$ cat config.mk
export PLATFORM = sky130hd
export DESIGN_NAME = tlb_flush_walker
export DESIGN_NICKNAME = d
export VERILOG_FILES = /design/src/rtl/tlb_flush_walker.sv
export SDC_FILE = /design/constraint.sdc
export NUM_CORES = 1
export LEC_CHECK = 0
export BUFFER_PORTS_ARGS = -buffer_cell sky130_fd_sc_hd__buf_4
export CORE_UTILIZATION = 38
export DETAILED_ROUTE_END_ITERATION = 16
export GPL_ROUTABILITY_DRIVEN = 0
export GPL_TIMING_DRIVEN = 0
export PLACE_DENSITY = 0.64
export RECOVER_POWER = 25
export REMOVE_ABC_BUFFERS = 1
export SLEW_MARGIN = 15
export SYNTH_ARGS = -nofsm -noshare
export SYNTH_HDL_FRONTEND = slang
export SYNTH_SLANG_ARGS = --single-unit
$ cat constraint.sdc
create_clock -name clk -period 5.5 [get_ports clk]
set_input_delay 1.1 -clock clk [delete_from_list [all_inputs] [get_ports clk]]
set_output_delay 1.1 -clock clk [all_outputs]
set_load 0.02 [all_outputs]
$ cat src/rtl/tlb_flush_walker.sv
module tlb_flush_walker #(
  parameter int VSIZE = 16,
  parameter int FSETS = 8,
  parameter int WAYS  = 4,
  parameter int GIDW  = 8,
  localparam int NTOT = VSIZE + FSETS * WAYS,
  localparam int IDXW = $clog2(NTOT + 1)
) (
  input  logic            clk,
  input  logic            rst_n,
  input  logic            fill_en,
  input  logic [IDXW-1:0] fill_idx,
  input  logic            fill_valid,
  input  logic [GIDW-1:0] fill_gid,
  input  logic            start,
  input  logic [IDXW-1:0] cmd_index,
  input  logic [2:0]      cmd_mmu_type,
  input  logic [1:0]      cmd_walk_mode,
  input  logic            cmd_gid_en,
  input  logic [GIDW-1:0] cmd_root_gid,
  input  logic            cmd_cp_en,
  output logic            busy,
  output logic            done,
  output logic            exc_cpu,
  output logic            exc_ri,
  output logic            idx_err,
  output logic [NTOT-1:0] valid_map
);

  logic [NTOT-1:0] vld;
  logic [GIDW-1:0] gid [NTOT];
  logic [IDXW-1:0] ptr, endp, lo, hi;
  logic            g_en;
  logic [GIDW-1:0] r_gid;
  logic            bad_ri, bad_cpu, bad_idx, sw_split;

  assign valid_map = vld;
  assign sw_split  = (cmd_mmu_type == 3'd4) && (cmd_walk_mode == 2'd2);
  assign bad_ri    = !((cmd_mmu_type == 3'd1) ||
                       ((cmd_mmu_type == 3'd4) && ((cmd_walk_mode == 2'd2) || (cmd_walk_mode == 2'd3))));
  assign bad_cpu   = !bad_ri && !cmd_cp_en;
  assign bad_idx   = !bad_ri && !bad_cpu && sw_split && (int'(cmd_index) >= NTOT);

  always_comb begin
    lo = '0;
    hi = IDXW'(NTOT - 1);
    if (sw_split) begin
      if (int'(cmd_index) < VSIZE) begin
        hi = IDXW'(VSIZE - 1);
      end else begin
        lo = IDXW'(VSIZE + ((int'(cmd_index) - VSIZE) / WAYS) * WAYS);
        hi = IDXW'(VSIZE + ((int'(cmd_index) - VSIZE) / WAYS) * WAYS + WAYS - 1);
      end
    end
  end

  always_ff @(posedge clk or negedge rst_n) begin
    if (!rst_n) begin
      vld     <= '0;
      for (int i = 0; i < NTOT; i++) gid[i] <= '0;
      busy    <= 1'b0;
      done    <= 1'b0;
      exc_cpu <= 1'b0;
      exc_ri  <= 1'b0;
      idx_err <= 1'b0;
      ptr     <= '0;
      endp    <= '0;
      g_en    <= 1'b0;
      r_gid   <= '0;
    end else begin
      done    <= 1'b0;
      exc_cpu <= 1'b0;
      exc_ri  <= 1'b0;
      idx_err <= 1'b0;
      if (fill_en && (int'(fill_idx) < NTOT)) begin
        vld[fill_idx] <= fill_valid;
        gid[fill_idx] <= fill_gid;
      end
      if (busy) begin
        if (!g_en || (gid[ptr] == r_gid)) vld[ptr] <= 1'b0;
        if (ptr == endp) begin
          busy <= 1'b0;
          done <= 1'b1;
        end else begin
          ptr <= ptr + 1'b1;
        end
      end else if (start) begin
        if (bad_ri || bad_cpu || bad_idx) begin
          done    <= 1'b1;
          exc_ri  <= bad_ri;
          exc_cpu <= bad_cpu;
          idx_err <= bad_idx;
        end else begin
          busy  <= 1'b1;
          ptr   <= lo;
          endp  <= hi;
          g_en  <= cmd_gid_en;
          r_gid <= cmd_root_gid;
        end
      end
    end
  end

endmodule

[Yosys cells after proc, flatten, opt, wreduce, memory -nomap -nowiden]
Index checks and enable logic that the tools add are counted.
Storage, ports and cells
  logic and storage cells: 151
  register bits: 458
  output and inout port bits: 53
  input bits: 40
Operators by class
  bitwise gates (word level): 7
  mux-type cells: 39
  $add $sub $neg: 6
  magnitude comparators: 10
  reductions and logical operators: 23
  equality and inequality tests: 8
Operator list (count)
  bitwise mux 384 bit: 1
  two-way mux 48 bit: 3
  bitwise AND 48 bit: 1
  binary-select mux 8 bit (select 6 bit): 1
  bitwise mux 48 bit: 1
  demux 8 bit (select 6 bit): 1
  two-way mux 6 bit: 8
  NOT 48 bit: 1
  two-way mux 8 bit: 3
  two-way mux 1 bit: 19
  >= comparator 7 bit (second input constant): 2
  < comparator 6 x 7 -> 1 bit (second input constant): 2
  NOT 6 -> 7 bit: 2
  demux 1 bit (select 6 bit): 2
  >= comparator 6 x 1 -> 1 bit (second input constant): 2
  logical AND 1 bit: 10
  == test 8 bit: 1
  < comparator 7 x 1 -> 1 bit (second input constant): 1
  subtractor 6 x 5 -> 7 bit (second input constant): 1
  adder 6 x 1 -> 6 bit (second input constant): 1
  adder 6 x 4 -> 6 bit (second input constant): 1
  adder 6 bit (first input constant): 1
  == test 6 bit: 1
  >= comparator 6 bit (second input constant): 1
  15 further kinds: 26

[Longest topological paths before layout]
Gate-level depths: netlist (run 1).
  word-level depth: 13
  gate-level depth with buffers: 14
  mapped depth without buffers: 8

[Worst setup path after synthesis (run 1)]
OpenSTA, ideal clock, no wires.
  path type: register to register
  from: register ptr[1]
  to: register vld[10], in the netlist valid_map[10]
  path buffers: 5
  clock period less this slack: 2.896 ns
  stages on the path, launching flop included: 13
  arrival: 2.768 ns
  setup time: 0.128 ns
  data required time: 5.372 ns
  path slack: 2.604 ns
  path through: dfrtp_1 buf_2 buf_2 buf_2 mux4_2 a22o_1 nor4_2 a21oi_1 nand4b_4 buf_4 buf_2 nor4_1 a21oi_1
Between the ends
  longest elaborated chain between the ends: 8
  elaborated cells between the ends (all ways): 15
  those cells by class: order compare: 2; eq/ne: 1; mux: 7; bitwise: 3; reduce/logical: 2
RTL lines
  start: declaration: line 32  | logic [IDXW-1:0] ptr, endp, lo, hi;
  start signal: assignment: line 85  | ptr <= ptr + 1'b1;
  start signal: assignment: line 95  | ptr <= lo;
  NOT 6 -> 7 bit (not written as such), or another cell as far along: line 80  | if (!g_en || (gid[ptr] == r_gid)) vld[ptr] <= 1'b0;
  binary-select mux 8 bit (select 6 bit) or logical AND 1 bit (tied branches): line 80
  two-way mux 8 bit (not written as such) or two-way mux 1 bit (tied branches): line 80
  two-way mux 8 bit (not written as such) or demux 1 bit (select 6 bit) (tied branches): line 80
  == test 8 bit or NOT 48 bit (tied branches)
  logical OR 1 bit or bitwise AND 48 bit (tied branches)
  two-way mux 48 bit (*): line 80
  two-way mux 48 bit (*): line 79  | if (busy) begin
  end signal: indexed assignment: line 76  | vld[fill_idx] <= fill_valid;
  end: declaration: line 30  | logic [NTOT-1:0] vld;
Every way passes the cells marked *; elsewhere a longest branch is shown, timed or not. The select of a mux whose other input is x is not followed.
A chain may end at the register's enable or synchronous reset.

[Worst setup path in the final report (run 1)]
  from: register ptr[0]
  to: register vld[47], in the netlist valid_map[47]
The elaborated chain is that of the path after synthesis.

==> results of run 1 <==
-- cells in the mapped netlist (4+ instances only) --
cell type and number:
dfrtp_1 457, mux2_2 436, clkbuf_1 78, nand2_1 70, mux2i_1 59, a21oi_1 54, nor2_1 51, o21ai_0 49
nand3_1 43, nor3_1 43, buf_2 39, a221oi_1 37, mux4_2 36, nor4_1 35, a22oi_1 18, nand2b_1 17
o22ai_1 16, a211oi_1 15, nor2b_1 15, nand4_1 13, a221o_1 12, a22o_1 9, inv_1 9, buf_1 8
and3_1 7, a31oi_1 6, buf_6 6, nand3b_1 6, nor3b_1 6, xnor2_1 6, xor2_1 6, o31ai_1 5
a32o_1 4, buf_4 4, ha_1 4, nor4b_1 4, o2bb2ai_1 4
-- metal layers --
metal	routed length, um	up-vias	GRT usage [%]	share of wire, %
met5	124	-	1.14	0.19
met4	2150	8	7.82	3.3
met3	6140	123	5.82	9.4
met2	28600	694	32.8	44
met1	28000	7934	31.0	43
li1	-	6534	-	-
-- state kept, by name (all words and copies together), names as in the netlist --
signal	flops
ptr	6
exc_ri	1
exc_cpu	1
done	1
idx_err	1
gid	384
valid_map	48
r_gid	8
busy	1
g_en	1
endp	5
-- where the power goes --
part | total [mW] | switching, mW | leakage (nW) | internal (mW)
Combinational | 4.03 | 2.47 | 4.37 | 1.56
Clock | 3.15 | 1.35 | 0.754 | 1.80
Sequential | 4.54 | 0.638 | 6.05 | 3.90
-- path summary, 6_finish.rpt --
path / startpoint / endpoint / slack [ns]
setup / recovery: ptr[0]$_DFFE_PN0P_ / valid_map[47]$_DFF_PN0_ / 0.56
min in group clk: endp[1]$_DFFE_PN0P_ / endp[1]$_DFFE_PN0P_ / 0.49
max in group asynchronous: rst_n / ptr[1]$_DFFE_PN0P_ / 1.70
hold reg to reg: endp[1]$_DFFE_PN0P_ / endp[1]$_DFFE_PN0P_ / 0.49
hold / removal: rst_n / exc_cpu$_DFF_PN0_ / 0.47
setup reg to reg: ptr[0]$_DFFE_PN0P_ / valid_map[47]$_DFF_PN0_ / 0.56
-- kinds of logic (layout without fill, tap and decap cells) --
| group | Yosys count | in the layout | synth area share, % |
|---|---|---|---|
| buf+inv | 145 | 206 | 2.96 |
| mux | 533 | 533 | 28.7 |
| compound gates | 249 | 249 | 7.83 |
| xor+xnor | 12 | 12 | 0.476 |
| simple gates | 332 | 332 | 7.96 |
| flops | 457 | 457 | 51.8 |
| other cells | 0 | 2 | 0 |
| fa+ha+maj | 4 | 4 | 0.227 |
-- final cells by class --
class                           count  area share, %
Clock inverter                     11          0.295
Inverter                           10          0.155
Timing Repair Buffer              110           3.97
Tap cell                          756           3.78
Antenna cell                        2         0.0200
Clock buffer                       75           5.77
Sequential cell                   457           45.8
Multi-Input combinational cell   1130           40.2
-- worst register-to-register path, cell delays in order (launching register included) --
cell,delay (ns)
dfrtp_4,0.87
buf_16,0.34
and2b_1,0.89
a22oi_1,0.27
nand3_1,0.20
nand4_1,0.34
nor3_1,0.34
xnor2_1,0.14
nor4_4,0.71
buf_8,0.25
buf_6,0.21
buf_6,0.20
a21oi_1,0.08
==> summary.md, run 1 <==
| Metric | Value |
|---|---|
| Run status | finished with violations |
| Violations in the final reports | max-capacitance violations, max-slew violations |
| Final critical delay including setup and external delays | a little under 5 ns |
| GRT Util Overall | between 20% and 30% |
| Number of warnings reported in the yosys synthesis log | 0 |
| Worst clock skew | about 0.031 ns |
| WL per Instance | roughly 25 um |
| Remaining DRCs | 0 |
| Cell accounting for the most synthesized area | dfrtp_1 |
| Number of placement rows | between 80 and 90 |
| Avg Synthesized Cell Area | between 10 and 15 sq um |
| Pin count of the biggest net entering global routing | approximately 110 |
| Final wirelength | ~65000 um |
| Category of the worst setup path launch point | flip-flop |
| Total number of vias | 15300 |
| Number of distinct library cells after synthesis | 66 |
| Sequential area share after synthesis | approximately half |
| Number of cells produced by synthesis | around 1700 |
| Pin slew with the least headroom to its limit | about 2.7 ns |
| Most frequent cells in the layout | dfrtp_1, mux2_2, buf_4, nand2_1, mux2i_1 |
| Type of destination of the critical path | flip-flop |
| Sinks on Clock Net | approximately 460 |
| Number of max-cap violations | 3 |
| Number of setup buffers added after CTS | 0 |
| Main area contributors after synthesis | dfrtp_1, mux2_2, mux4_2, mux2i_1, a221oi_1 |
| Flop and latch count out of synthesis | between 400 and 500 |
| Start-to-end type of the worst setup path | reg -> reg |
| Initial antenna violation count | 3 |
| Hold WC Path Type | in -> async |
| RSZ-0062 raised after global routing | no |
| Stages on the worst setup path | 12 |
| Core region area | between 0.05 and 0.06 sq mm |
| Number of placed instances, taps included | approximately 2500 |
| Leakage power | about 11 nW |
| Final total negative setup slack | 0 ns |
| Clock-pin slew on the worst setup and hold paths | around 0.060 ns |
| Critical path required time | about 6.0 ns |
| Layout overhead on the synthesized area | 13.3% |
| Worst voltage drop across the vdd grid | 0.000327 V |
| Starting density of the core | 38.8% |
| Number of enable flip-flop cells after synthesis | 0 |
| Final Max Tran Viols | 243 |
| Worst-path cell chain | buf_16, and2b_1, a22oi_1, nand3_1, nand4_1, nor3_1, xnor2_1, nor4_4, buf_8, buf_6, buf_6, a21oi_1 |
| Area occupied by registers | between 0.01 and 0.015 sq mm |
| Die Area | 0.0590 sq mm |
| Number of global-route vias before repair | ~16000 |
| Count of filler cells inserted in the layout | roughly 5200 |
| Arrival @ worst endpoint | 5.41 ns |
| IO Count | between 90 and 100 |
| Async set or reset register ratio after synthesis | 100% |
| Htree depth | 2 |
| Multi-input gate area in the final layout | between 0.01 and 0.015 sq mm |
| Final Instance Area | 0.0250 sq mm |
| Number of design-rule violations left by the first detailed-router iteration | between 1500 and 2000 |
| Hold slack | between 0.4 and 0.5 ns |
| Detailed placer's ending HPWL | a little over 40000 um |
| CP most frequent cell | buf_6 |
| Worst Setup Slack post-DPL | between 0.7 and 0.8 ns |
| Final worst-path cycle share | 89.9% |
| Upper clock frequency limit | 0.202 GHz |
| Count of placed standard cells in the final layout, fillers left out | between 2000 and 3000 |
| Final setup fails | 0 |
| Clock Path Buffers | 3 |
| Maximum cell stage delay along the critical path | 0.87 ns |
| Final total power | 11.7 mW |
| Hold-fix buffer count after cts | 0 |
| Post-DRT Antenna Nets | 0 |
| Count of nets after finishing | around 1800 |
| Global-route wire length before repair | approximately 99000 um |
| Primary FF master, synth | dfrtp_1 |
| CTS-repair resized insts | 0 |
| Clock latency of the later-clocked register in the worst-skew pair | around 0.60 ns |
| Largest delay share family, worst path | simple AND/OR/NAND/NOR gates |
| Worst-path fanout max | 43 |
| Final Hold Vio Count | 0 |
| Setup ws final | between 0.5 and 0.6 ns |
| Share of layout cells above drive strength 1 | around two fifths |
| Leading cell type in the layout, fill and taps excluded | dfrtp_1 |
| Clock root buffer | clkbuf_16 |
| Total congestion overflow | 0 |
| Tightest slew margin relative to the limit | -78.4% |
| Placed cell area | between 0.02 and 0.025 sq mm |
| TritonCTS clock tree | done |
| Count of cells along the worst register-to-register path | 12 |
| Die Ht | about 240 um |
| Input/output buffers | a little over 90 |
| Final core utilization | a little over two fifths |
| Number of CTS-inserted buffers | 48 |
| Area share of the largest cell type after synthesis | between 50 and 60% |
| Horizontal die dimension | 243 um |
| Standard cell with the maximum stage delay on the critical path | dfrtp_4 |
| First-pass detailed-route iteration total | 5 |
| DR vias/cell | around 6 |
| Total power divided by cell area | 469 mW/mm^2 |
| Combined buffer and inverter count along the critical path | 4 |
| Netlist area before placement | about 0.022 sq mm |
Note: power is estimated with default switching activity, not from simulation.
==> run 2: changes to the inputs <==
--- a/config.mk
+++ b/config.mk
@@ -5,12 +5,13 @@
 export SDC_FILE = /design/constraint.sdc
 export NUM_CORES = 1
 export LEC_CHECK = 0
-export BUFFER_PORTS_ARGS = -buffer_cell sky130_fd_sc_hd__buf_4
 export CORE_UTILIZATION = 38
+export CTS_CLUSTER_DIAMETER = 150
 export DETAILED_ROUTE_END_ITERATION = 16
+export DONT_BUFFER_PORTS = 1
 export GPL_ROUTABILITY_DRIVEN = 0
 export GPL_TIMING_DRIVEN = 0
-export PLACE_DENSITY = 0.64
+export PLACE_DENSITY = 0.62
 export RECOVER_POWER = 25
 export REMOVE_ABC_BUFFERS = 1
 export SLEW_MARGIN = 15
==> run 2 against run 1 <==
The run ends with max-slew violations left. Combinational power shrank 7.2%. Clock-buffer cell count down 4. Fmax up 0.56%. Critical path depth rose by 1. Final area is 2.8% lower. Die area did not move. Non-clock buffer count fell by 95. Worst hold slack got worse by 0.22 ns. Critical endpoint is now valid_map[13]$_DFF_PN0_. Register-to-register slack improved by 0.03 ns. Sequential cell count is the same. Clock skew about the same. Largest cell class unchanged.
==> summary.md, run 2 (synthesis gave the netlist of run 1 again) <==
| Metric | Value |
|---|---|
| Run status | finished with violations |
| Violations in the final reports | max-slew violations |
| Most frequent cells in the layout | dfrtp_1, mux2_2, nand2_1, mux2i_1, a21oi_1 |
| Worst clock skew | between 0.03 and 0.04 ns |
| Setup ws final | around 0.58 ns |
| Area occupied by registers | approximately 0.011 sq mm |
| Htree depth | 2 |
| Clock Path Buffers | 3 |
| Number of global-route vias before repair | between 15000 and 20000 |
| Worst voltage drop across the vdd grid | ~0.00039 V |
| Critical path required time | 5.96 ns |
| Global-route wire length before repair | 98600 um |
| CP most frequent cell | buf_6 |
| Layout overhead on the synthesized area | 10.1% |
| Number of inserted diodes | 0 |
| Final worst-path cycle share | between 80% and 90% |
| TritonCTS clock tree | done |
| Hold-fix buffer count after cts | 0 |
| Pin count of the biggest net entering global routing | 458 |
| IO Count | 93 |
| Worst-path cell chain | buf_16, clkinv_2, a221oi_1, nor2_1, a311o_1, a2111oi_2, xnor2_1, nor4_4, buf_6, buf_8, buf_6, buf_6, a21oi_1 |
| First-pass detailed-route iteration total | 8 |
| CTS-repair resized insts | 0 |
| Number of placed instances, taps included | 2368 |
| Worst-path fanout max | 54 |
| Starting density of the core | 38.8% |
| Met1 Resource Use GR | just over 30% |
| Remaining DRCs | 0 |
| Pin slew with the least headroom to its limit | around 1.6 ns |
| Final setup fails | 0 |
| Share of layout cells above drive strength 1 | 35.4% |
| Detailed placer's ending HPWL | a little over 40000 um |
| Largest register FFs | 384 |
| Count of nets after finishing | ~1700 |
| Count of filler cells inserted in the layout | ~5200 |
| Global-route layer with the greatest usage | met2 |
| Standard cell with the maximum stage delay on the critical path | dfrtp_4 |
| Combined buffer and inverter count along the critical path | 6 |
| Clock root buffer | clkbuf_16 |
| Die Ht | 243 um |
| GRT Util Overall | approximately 22% |
| Sinks on Clock Net | 457 |
| Count of placed standard cells in the final layout, fillers left out | around 2400 |
| Global-route met3 utilization | under 10% |
| Number of placement rows | 87 |
| Tightest slew margin relative to the limit | -6.79% |
| RSZ-0062 raised after global routing | no |
| Hold slack | ~0.25 ns |
| Leakage power | approximately 11 nW |
| Input/output buffers | 0 |
| Die Area | 0.0590 sq mm |
| Clock-pin slew on the worst setup and hold paths | roughly 0.060 ns |
| Post-DRT Antenna Nets | 0 |
| Final Hold Vio Count | 0 |
| Worst reg2reg startpoint | ptr[2]$_DFFE_PN0P_ |
| Arrival @ worst endpoint | approximately 5.4 ns |
| Placed cell area | around 0.023 sq mm |
| Final Max Tran Viols | about 90 |
| Category of the worst setup path launch point | flip-flop |
| Timing startpoint of the critical path | ptr[2]$_DFFE_PN0P_ |
| Number of max-cap violations | 0 |
| Multi-input gate area in the final layout | between 0.01 and 0.015 sq mm |
| Number of CTS-inserted buffers | 47 |
| Total number of vias | between 15000 and 20000 |
| Met2 Usage GRT | roughly 33% |
| Final wirelength | around 65000 um |
| Clock latency of the later-clocked register in the worst-skew pair | about 0.60 ns |
| Final core utilization | a little over two fifths |
| Final critical delay including setup and external delays | roughly 4.9 ns |
| Register with the highest flop count | gid |
| Number of setup buffers added after CTS | 0 |
| Total congestion overflow | 0 |
| Worst Setup Slack post-DPL | 0.673 ns |
| Final total power | 11.6 mW |
| Final Instance Area | 0.0243 sq mm |
| Horizontal die dimension | ~240 um |
| DR vias/cell | between 6 and 7 |
| WL per Instance | 26.7 um |
| Maximum cell stage delay along the critical path | between 0.8 and 0.9 ns |
| Core region area | 0.0568 sq mm |
| Upper clock frequency limit | 0.203 GHz |
| Type of destination of the critical path | flip-flop |
| Hold WC Path Type | in -> async |
| Start-to-end type of the worst setup path | reg -> reg |
| Leading cell type in the layout, fill and taps excluded | dfrtp_1 |
| Initial antenna violation count | 0 |
| Number of design-rule violations left by the first detailed-router iteration | 1600 |
| Total power divided by cell area | approximately 480 mW/mm^2 |
| Largest delay share family, worst path | buffers and inverters |
| Final total negative setup slack | 0 ns |
run 2: changes by cell type in the layout (fill, tap and decap cells not counted), moves of 2 or more:
cell / change
buf_16: -2
buf_4: -91
buf_8: -2
bufinv_16: +3
clkbuf_1: -2
clkbuf_2: -2
clkbuf_8: -2
clkinv_2: -4
diode_2: -2
run 2: final timing paths:
check | end | slack [ns] | cells after the start
worst max-delay path | valid_map[13]$_DFF_PN0_ | 0.58 | 13
worst min-delay path | exc_ri$_DFF_PN0_ | 0.25 | 0
worst max register to register | valid_map[13]$_DFF_PN0_ | 0.58 | 13
worst min register to register | endp[1]$_DFFE_PN0P_ | 0.49 | 1
max in group asynchronous | ptr[2]$_DFFE_PN0P_ | 3.98 | 0
min in group clk | endp[1]$_DFFE_PN0P_ | 0.49 | 1
run 2: final cells by class:
class	instances	share of cell area, %
sequential	457	47.1
clock inverter	9	0.556
tap	756	3.89
multi-input combinational	1130	41.4
timing repair buffer	15	1.01
clock buffer	71	5.80
inverter	10	0.160
run 2: power breakdown:
group	total (mW)	leakage [nW]	switching (mW)	internal [mW]
Clock	3.23	0.760	1.34	1.90
Sequential	4.62	6.05	0.716	3.90
Combinational	3.74	3.88	2.29	1.45
run 2: metal layers:
layer	vias up	wire length (um)
met3	134	6380
li1	6327	-
met2	696	29000
met4	0	1790
met1	7886	28200
met5	-	0
